`src/rtl/int_alu_pkg.sv`:
```
// Package: operation codes shared by the ALU and its users.
// Assumes a 4-bit code field; codes 11..15 are unused.
package int_alu_pkg;
    typedef enum logic [3:0] {
        OP_ADD  = 4'd0,
        OP_SUB  = 4'd1,
        OP_AND  = 4'd2,
        OP_OR   = 4'd3,
        OP_XOR  = 4'd4,
        OP_SLT  = 4'd5,
        OP_SLTU = 4'd6,
        OP_SLL  = 4'd7,
        OP_SRA  = 4'd8,
        OP_SRL  = 4'd9,
        OP_PASSB = 4'd10
    } alu_op_e;
endpackage

```
`src/rtl/alu_addsub.sv`:
```
// Shared adder: computes a + b, or a - b when sub is high, by inverting b
// and injecting a carry. Assumes wrap-around modulo 2^WIDTH is wanted.
module alu_addsub #(
    parameter int WIDTH = 32
) (
    input  logic             sub,
    input  logic [WIDTH-1:0] a,
    input  logic [WIDTH-1:0] b,
    output logic [WIDTH-1:0] sum
);
    logic [WIDTH-1:0] b_eff;

    // One adder serves both operations via conditional inversion.
    always_comb begin
        b_eff = b ^ {WIDTH{sub}};
        sum   = a + b_eff + {{(WIDTH-1){1'b0}}, sub};
    end

    // Undoing the operation must recover the first operand.
    always_comb begin
        if (!sub) p_add_inverse_r1: assert (sum - b == a) else $error("add inverse");
        if (sub)  p_sub_inverse_r2: assert (sum + b == a) else $error("sub inverse");
    end
endmodule

```
`src/rtl/alu_compare.sv`:
```
// Magnitude comparator: gives signed and unsigned less-than of a and b.
// Assumes two's-complement operands for the signed result.
module alu_compare #(
    parameter int WIDTH = 32
) (
    input  logic [WIDTH-1:0] a,
    input  logic [WIDTH-1:0] b,
    output logic             lt_s,
    output logic             lt_u
);
    // Unsigned test, then signed test by flipping sign bits.
    always_comb begin
        lt_u = (a < b);
        lt_s = ({~a[WIDTH-1], a[WIDTH-2:0]} < {~b[WIDTH-1], b[WIDTH-2:0]});
    end

    // Equal operands are never less; opposite signs flip the order.
    always_comb begin
        if (a == b) p_eq_not_less_r4: assert (!lt_s && !lt_u) else $error("eq less");
        if (a[WIDTH-1] != b[WIDTH-1])
            p_sign_flip_r5: assert (lt_s == !lt_u) else $error("sign flip");
    end
endmodule

```
`src/rtl/alu_shifter.sv`:
```
// Barrel shifter: gives left logical, right logical and right arithmetic
// shifts of a by shamt. Assumes shamt is already cut to log2(WIDTH) bits.
module alu_shifter #(
    parameter int WIDTH = 32,
    localparam int SHW  = $clog2(WIDTH)
) (
    input  logic [WIDTH-1:0] a,
    input  logic [SHW-1:0]   shamt,
    output logic [WIDTH-1:0] shl,
    output logic [WIDTH-1:0] shr,
    output logic [WIDTH-1:0] sha
);
    logic [WIDTH-1:0] stg_l [SHW+1];
    logic [WIDTH-1:0] stg_r [SHW+1];
    logic [WIDTH-1:0] stg_a [SHW+1];

    assign stg_l[0] = a;
    assign stg_r[0] = a;
    assign stg_a[0] = a;

    // Each stage conditionally shifts by a power of two.
    for (genvar s = 0; s < SHW; s++) begin : g_stage
        localparam int D = 1 << s;
        always_comb begin
            stg_l[s+1] = shamt[s] ? {stg_l[s][WIDTH-1-D:0], {D{1'b0}}} : stg_l[s];
            stg_r[s+1] = shamt[s] ? {{D{1'b0}}, stg_r[s][WIDTH-1:D]} : stg_r[s];
            stg_a[s+1] = shamt[s] ? {{D{a[WIDTH-1]}}, stg_a[s][WIDTH-1:D]} : stg_a[s];
        end
    end

    assign shl = stg_l[SHW];
    assign shr = stg_r[SHW];
    assign sha = stg_a[SHW];

    // Arithmetic shift keeps the sign; it matches logical shift on positives.
    always_comb begin
        p_sra_sign_r7: assert (sha[WIDTH-1] == a[WIDTH-1]) else $error("sra sign");
        if (!a[WIDTH-1]) p_sra_pos_r8: assert (sha == shr) else $error("sra pos");
        if (shamt == '0) p_zero_shift_r6: assert (shl == a && shr == a) else $error("zero shift");
    end
endmodule

```
`src/rtl/int_alu.sv`:
```
// Top: integer ALU with twelve operations selected by a 4-bit code.
// Purely combinational; unused codes give zero. Assumes WIDTH is a power of two.
module int_alu
    import int_alu_pkg::*;
#(
    parameter int WIDTH = 32,
    localparam int SHW  = $clog2(WIDTH)
) (
    input  logic [3:0]       op,
    input  logic [WIDTH-1:0] opa,
    input  logic [WIDTH-1:0] opb,
    output logic [WIDTH-1:0] result
);
    logic [WIDTH-1:0] sum, shl, shr, sha;
    logic             lt_s, lt_u, is_sub;

    assign is_sub = (op == OP_SUB);

    alu_addsub #(.WIDTH(WIDTH)) i_addsub (
        .sub(is_sub), .a(opa), .b(opb), .sum(sum)
    );

    alu_compare #(.WIDTH(WIDTH)) i_compare (
        .a(opa), .b(opb), .lt_s(lt_s), .lt_u(lt_u)
    );

    alu_shifter #(.WIDTH(WIDTH)) i_shifter (
        .a(opa), .shamt(opb[SHW-1:0]), .shl(shl), .shr(shr), .sha(sha)
    );

    // Result select by operation code.
    always_comb begin
        case (op)
            OP_ADD, OP_SUB: result = sum;
            OP_AND:   result = opa & opb;
            OP_OR:    result = opa | opb;
            OP_XOR:   result = opa ^ opb;
            OP_SLT:   result = {{(WIDTH-1){1'b0}}, lt_s};
            OP_SLTU:  result = {{(WIDTH-1){1'b0}}, lt_u};
            OP_SLL:   result = shl;
            OP_SRA:   result = sha;
            OP_SRL:   result = shr;
            OP_PASSB: result = opb;
            default:  result = '0;
        endcase
    end

    // Compare results are 0/1 words; unused codes are zero.
    always_comb begin
        if (op == OP_SLT || op == OP_SLTU)
            p_cmp_narrow_r4: assert (result[WIDTH-1:1] == '0) else $error("cmp width");
        if (op > OP_PASSB)
            p_unused_zero_r10: assert (result == '0) else $error("unused code");
    end
endmodule

```
`config.mk`:
```
export PLATFORM = sky130hd
export DESIGN_NAME = int_alu
export DESIGN_NICKNAME = d
export VERILOG_FILES = /design/src/rtl/int_alu_pkg.sv /design/src/rtl/alu_addsub.sv /design/src/rtl/alu_compare.sv /design/src/rtl/alu_shifter.sv /design/src/rtl/int_alu.sv
export SDC_FILE = /design/constraint.sdc
export NUM_CORES = 1
export LEC_CHECK = 0
export ABC_AREA = 1
export CORE_MARGIN = 8
export CORE_UTILIZATION = 55
export DETAILED_ROUTE_END_ITERATION = 16
export DONT_BUFFER_PORTS = 1
export PLACE_DENSITY = 0.75
export SYNTH_ARGS = -nofsm -noshare
export SYNTH_HDL_FRONTEND = slang
export SYNTH_SLANG_ARGS = --single-unit
```
`constraint.sdc`:
```
create_clock -name vclk -period 4.4
set_input_delay 0.66 -clock vclk [all_inputs]
set_output_delay 0.66 -clock vclk [all_outputs]
set_load 0.05 [all_outputs]
```
# After elaboration in Yosys (flattened, before gate mapping)

Cells that the tools add are included.

Register bits after elaboration: 0
Word-level logic and storage cells: 38
Output and inout port bits: 32

$lt $le $gt $ge: 2
Equal/unequal tests: 10
Add/sub/neg operators: 2
Bitwise logic cells: 6
Reductions and logical operators: 2
Mux-type cells: 16

Operator list:

| cell                                                | count |
|---|---|
| 2-to-1 mux 32 bit                                   | 10 |
| one-hot mux 32 bit (10 select lines)                | 1 |
| 2-to-1 mux 31 bit                                   | 5 |
| < comparator 32 bit                                 | 2 |
| XOR 32 bit                                          | 2 |
| adder 32 x 1 -> 32 bit                              | 1 |
| adder 32 bit                                        | 1 |
| bitwise AND 32 bit                                  | 1 |
| OR 32 bit                                           | 1 |
| equality test 4 x 3 -> 1 bit, second input constant | 4 |
| equality test 4 bit, second input constant          | 3 |
| equality test 4 x 2 -> 1 bit, second input constant | 2 |
| equality test 4 x 1 -> 1 bit, second input constant | 1 |
| logical NOT 4 bit                                   | 1 |
| NOT 1 bit                                           | 2 |
| OR reduction 2 bit                                  | 1 |

# Logic depth before layout (Yosys ltp)

Depth in word-level cells: 6
Mapped depth: 20
Mapped depth without buffers: 19

# By module

From an unflattened synthesis, not the netlist that was laid out.

Cells, all modules: 2021
Area total of the unflattened synthesis: 10351.2 um^2

By module, submodules not included:

| module      | sequential area each (um^2) | times used | area an instance (um^2) | cells an instance |
|---|---|---|---|---|
| alu_shifter | 0.0                         | 1          | 3729.8                  | 759 |
| int_alu     | 0.0                         | 1          | 3160.5                  | 644 |
| alu_addsub  | 0.0                         | 1          | 2607.5                  | 480 |
| alu_compare | 0.0                         | 1          | 853.3                   | 138 |

# Worst setup path before layout

Ideal clock, no wire load.

Path type: input to output
Start: in op[3]
End: out result[15]
Cell stages on the path: 14
Data required time: 3740 ps
Path buffers: 1
Arrival time: 3281 ps
Slack: 459 ps
Cells stage by stage: nor2_1 inv_1 nor2_1 buf_2 xor2_1 ha_1 a21oi_1 a21boi_0 nor2_1 nor2_1 nand2_1 or2_2 nand3_1 nand3_1

Word-level cells in the longest chain between the ends: 5
Elaborated cells between the ends (all ways): 16
Those cells by class: add/sub (2); eq/ne (10); mux (1); bitwise (1); reduce/logical (2)

RTL lines:

| what                                     | line                         | text |
|---|---|---|
| start, declared                          | int_alu.sv:9                 | `input logic [3:0] op,` |
| equality test 4 x 1 -> 1 bit             | int_alu.sv:17, int_alu.sv:33 |  |
| XOR 32 bit                               | alu_addsub.sv:15             | `b_eff = b ^ {WIDTH{sub}};` |
| adder 32 bit                             | alu_addsub.sv:16             | `sum = a + b_eff + {{(WIDTH-1){1'b0}}, sub};` |
| adder 32 x 1 -> 32 bit                   | alu_addsub.sv:16             |  |
| one-hot mux 32 bit (10 select lines) (*) | int_alu.sv:33                | `case (op)` |
| end, declared                            | int_alu.sv:12                | `output logic [WIDTH-1:0] result` |

Mark *: on every way between the ends. The rest lies on a longest branch, timed or not.

# Final worst setup path

Start: in op[3]
End: out result[22]

Same word-level chain as after synthesis.

==> metrics.md <==
| Metric | Value |
|---|---|
| Status | complete, no violations |
| DR top layer | met4 |
| Yosys Warn Count | 0 |
| Fillers | around 1800 |
| Core area | approximately 16000 um2 |
| Critical path data arrival time | 3510 ps |
| Post-synth top area cell | nand2_1 |
| Top post-synthesis cells by area | nand2_1, ha_1, nand3_1 |
| Kind of critical path | in -> out |
| Io pins | 100 |
| Port buffer count | 0 |
| CP Launch Type | input pin |
| Met2 Wirelength | 17800 um |
| Layout cells sized above 1 | under 10% |
| Crit path max fanout | 31 |
| Router iterations before antenna repair | 6 |
| Final WL | slightly below 40000 um |
| Netlist cell types | 44 |
| Hold Path Sink | result[2] |
| Routed len/inst | about 21 um |
| Cells after Synth | 1656 |
| Post-CTS Resized | 0 |
| DRT met1 WL | approximately 16000 um |
| Hold path depth | 3 |
| RSZ-0062 raised after global routing | false |
| First-pass GRT wire length | 59870 um |
| Setup TNS Final | 0 ps |
| DR DRC count | 0 |
| Top cell type's share of synthesized area | 23.58% |
| Vias in the first global route | between 10000 and 15000 |
| Final Wtd Congestion | 1.062 |
| Final period util | 94.79% |
| Area grow syn2layout | 4.880% |
| Synth cell count leaders | nand2_1, inv_1, nand3_1 |
| Max-cap violations | 0 |
| Die height | about 140 um |
| Final setup fails | 0 |
| Cts-stage hold buffer count | 0 |
| Post CTS Setup Buffer Count | 0 |
| Seq. cell area | 0 um2 |
| Via density | 6.248 |
| FMAX | 239.8 MHz |
| Worst Tran Pin Value | 797.4 ps |
| Seq Cell Count | 0 |
| Rows | 46 |
| Slew Limit Fails | 0 |
| Min-delay src | opb[4] |
| Iter 0 DRT Violations | 1414 |
| Final hold vios | 0 |
| CP Capture Type | output pin |
| CP required | approximately 3700 ps |
| Full die area | 20080 um2 |
| Final nets | 1839 |
| Placed wire-length estimate | 32200 um |
| Worst hold path class | in -> out |
| # clk buffers | 0 |
| Period minus WS final | 4171 ps |
| Die width | 141.7 um |
| Final WS setup | ~230 ps |
| Pre-CTS setup slack | around 340 ps |
| Synth Area per Inst | 5.249 um2 |
| Finished Cell Area | slightly above 9000 um2 |
| Total GRT Usage | 38.18% |
| Count leader, synth | nand2_1 |
| Largest net degree at the start of global routing | 79 |
| Total gr overflow | 0 |
| Netlist area before placement | just under 9000 um2 |
| Post-DRT Antenna Nets | 0 |
| Syn nets | 1860 |
| Vias | 11560 |
| Initial Utilization | 55.52% |
| Max-slew headroom | 46.78% |
| Number of antenna violations at the first check in global routing | 1 |
| Register area share after synthesis | 0% |
| Placed Instance Area | between 9000 and 10000 um2 |
| Routed length on met3 | 4603 um |
[critical path: stages]
cell	delay (ps)
nor2_1	130
inv_1	110
nor2_4	150
buf_12	240
xor2_1	180
ha_1	300
a21oi_1	230
o21ai_0	190
a21oi_1	230
o21ai_0	110
buf_4	160
nand2_1	80
nand2_1	60
nand2_1	70
nand3_1	200
nand3_1	170
buf_4	210
[cell families (layout without fill, tap and decap cells)]
group,Yosys count,after routing,share of synthesized area (%)
adder cells (fa/ha/maj),136,136,19.66
AO/OA/AOI/OAI,355,355,23.39
AND/OR/NAND/NOR,879,879,41.76
other,0,1,0
XOR/XNOR,33,33,3.325
buffers and inverters,250,227,11.52
multiplexers,3,3,0.3455
[worst max path at each step]
stage               cells after the start  startpoint          to
global placement                       15       op[3]  result[24]
finish                                 17       op[3]  result[22]
CTS                                    16       op[3]  result[25]
detailed placement                     16       op[3]  result[25]
floorplan                              14       op[3]  result[15]
global route                           17       op[3]  result[22]
[through the flow]
stage | util, % | hold WS (ps) | cells
after floorplan | - | 1737 | 1656
after global placement | 58.22 | 1616 | 1849
after detailed placement | 58.22 | 1620 | 1849
after CTS | 58.22 | 1620 | 1849
after global routing | 58.22 | 1638 | 1849
final | 58.23 | 1619 | 1850
[final cells by class]
| cell class | count | area, um2 | share of cell area (%) |
|---|---|---|---|
| multi-input combinational | 1406 | 7701 | 84.48 |
| inverter | 173 | 649.4 | 7.123 |
| timing repair buffer | 54 | 493.0 | 5.408 |
| tap | 216 | 270.3 | 2.965 |
| antenna | 1 | 2.502 | 0.02745 |
[per-layer routing]
metal	global-route usage (%)	up-vias
met1	48.18	5264
met4	14.70	0
met5	0	-
met2	62.27	727
li1	-	5451
met3	8.031	117
[cell usage in the layout (no fill, tap or decap), drive strengths merged, types with 7 or more instances in the layout]
cell | synthesis | layout
a21oi | 87 | 87
xor2 | 31 | 31
nor2 | 124 | 124
nand4 | 15 | 15
ha | 135 | 135
o21a | 11 | 11
nor3 | 23 | 23
inv | 172 | 172
o211ai | 31 | 31
buf | 46 | 54
nand2 | 548 | 548
o22ai | 19 | 19
nand3 | 142 | 142
o21ai | 167 | 167
a221oi | 12 | 12
nand3b | 7 | 7
or2 | 11 | 11
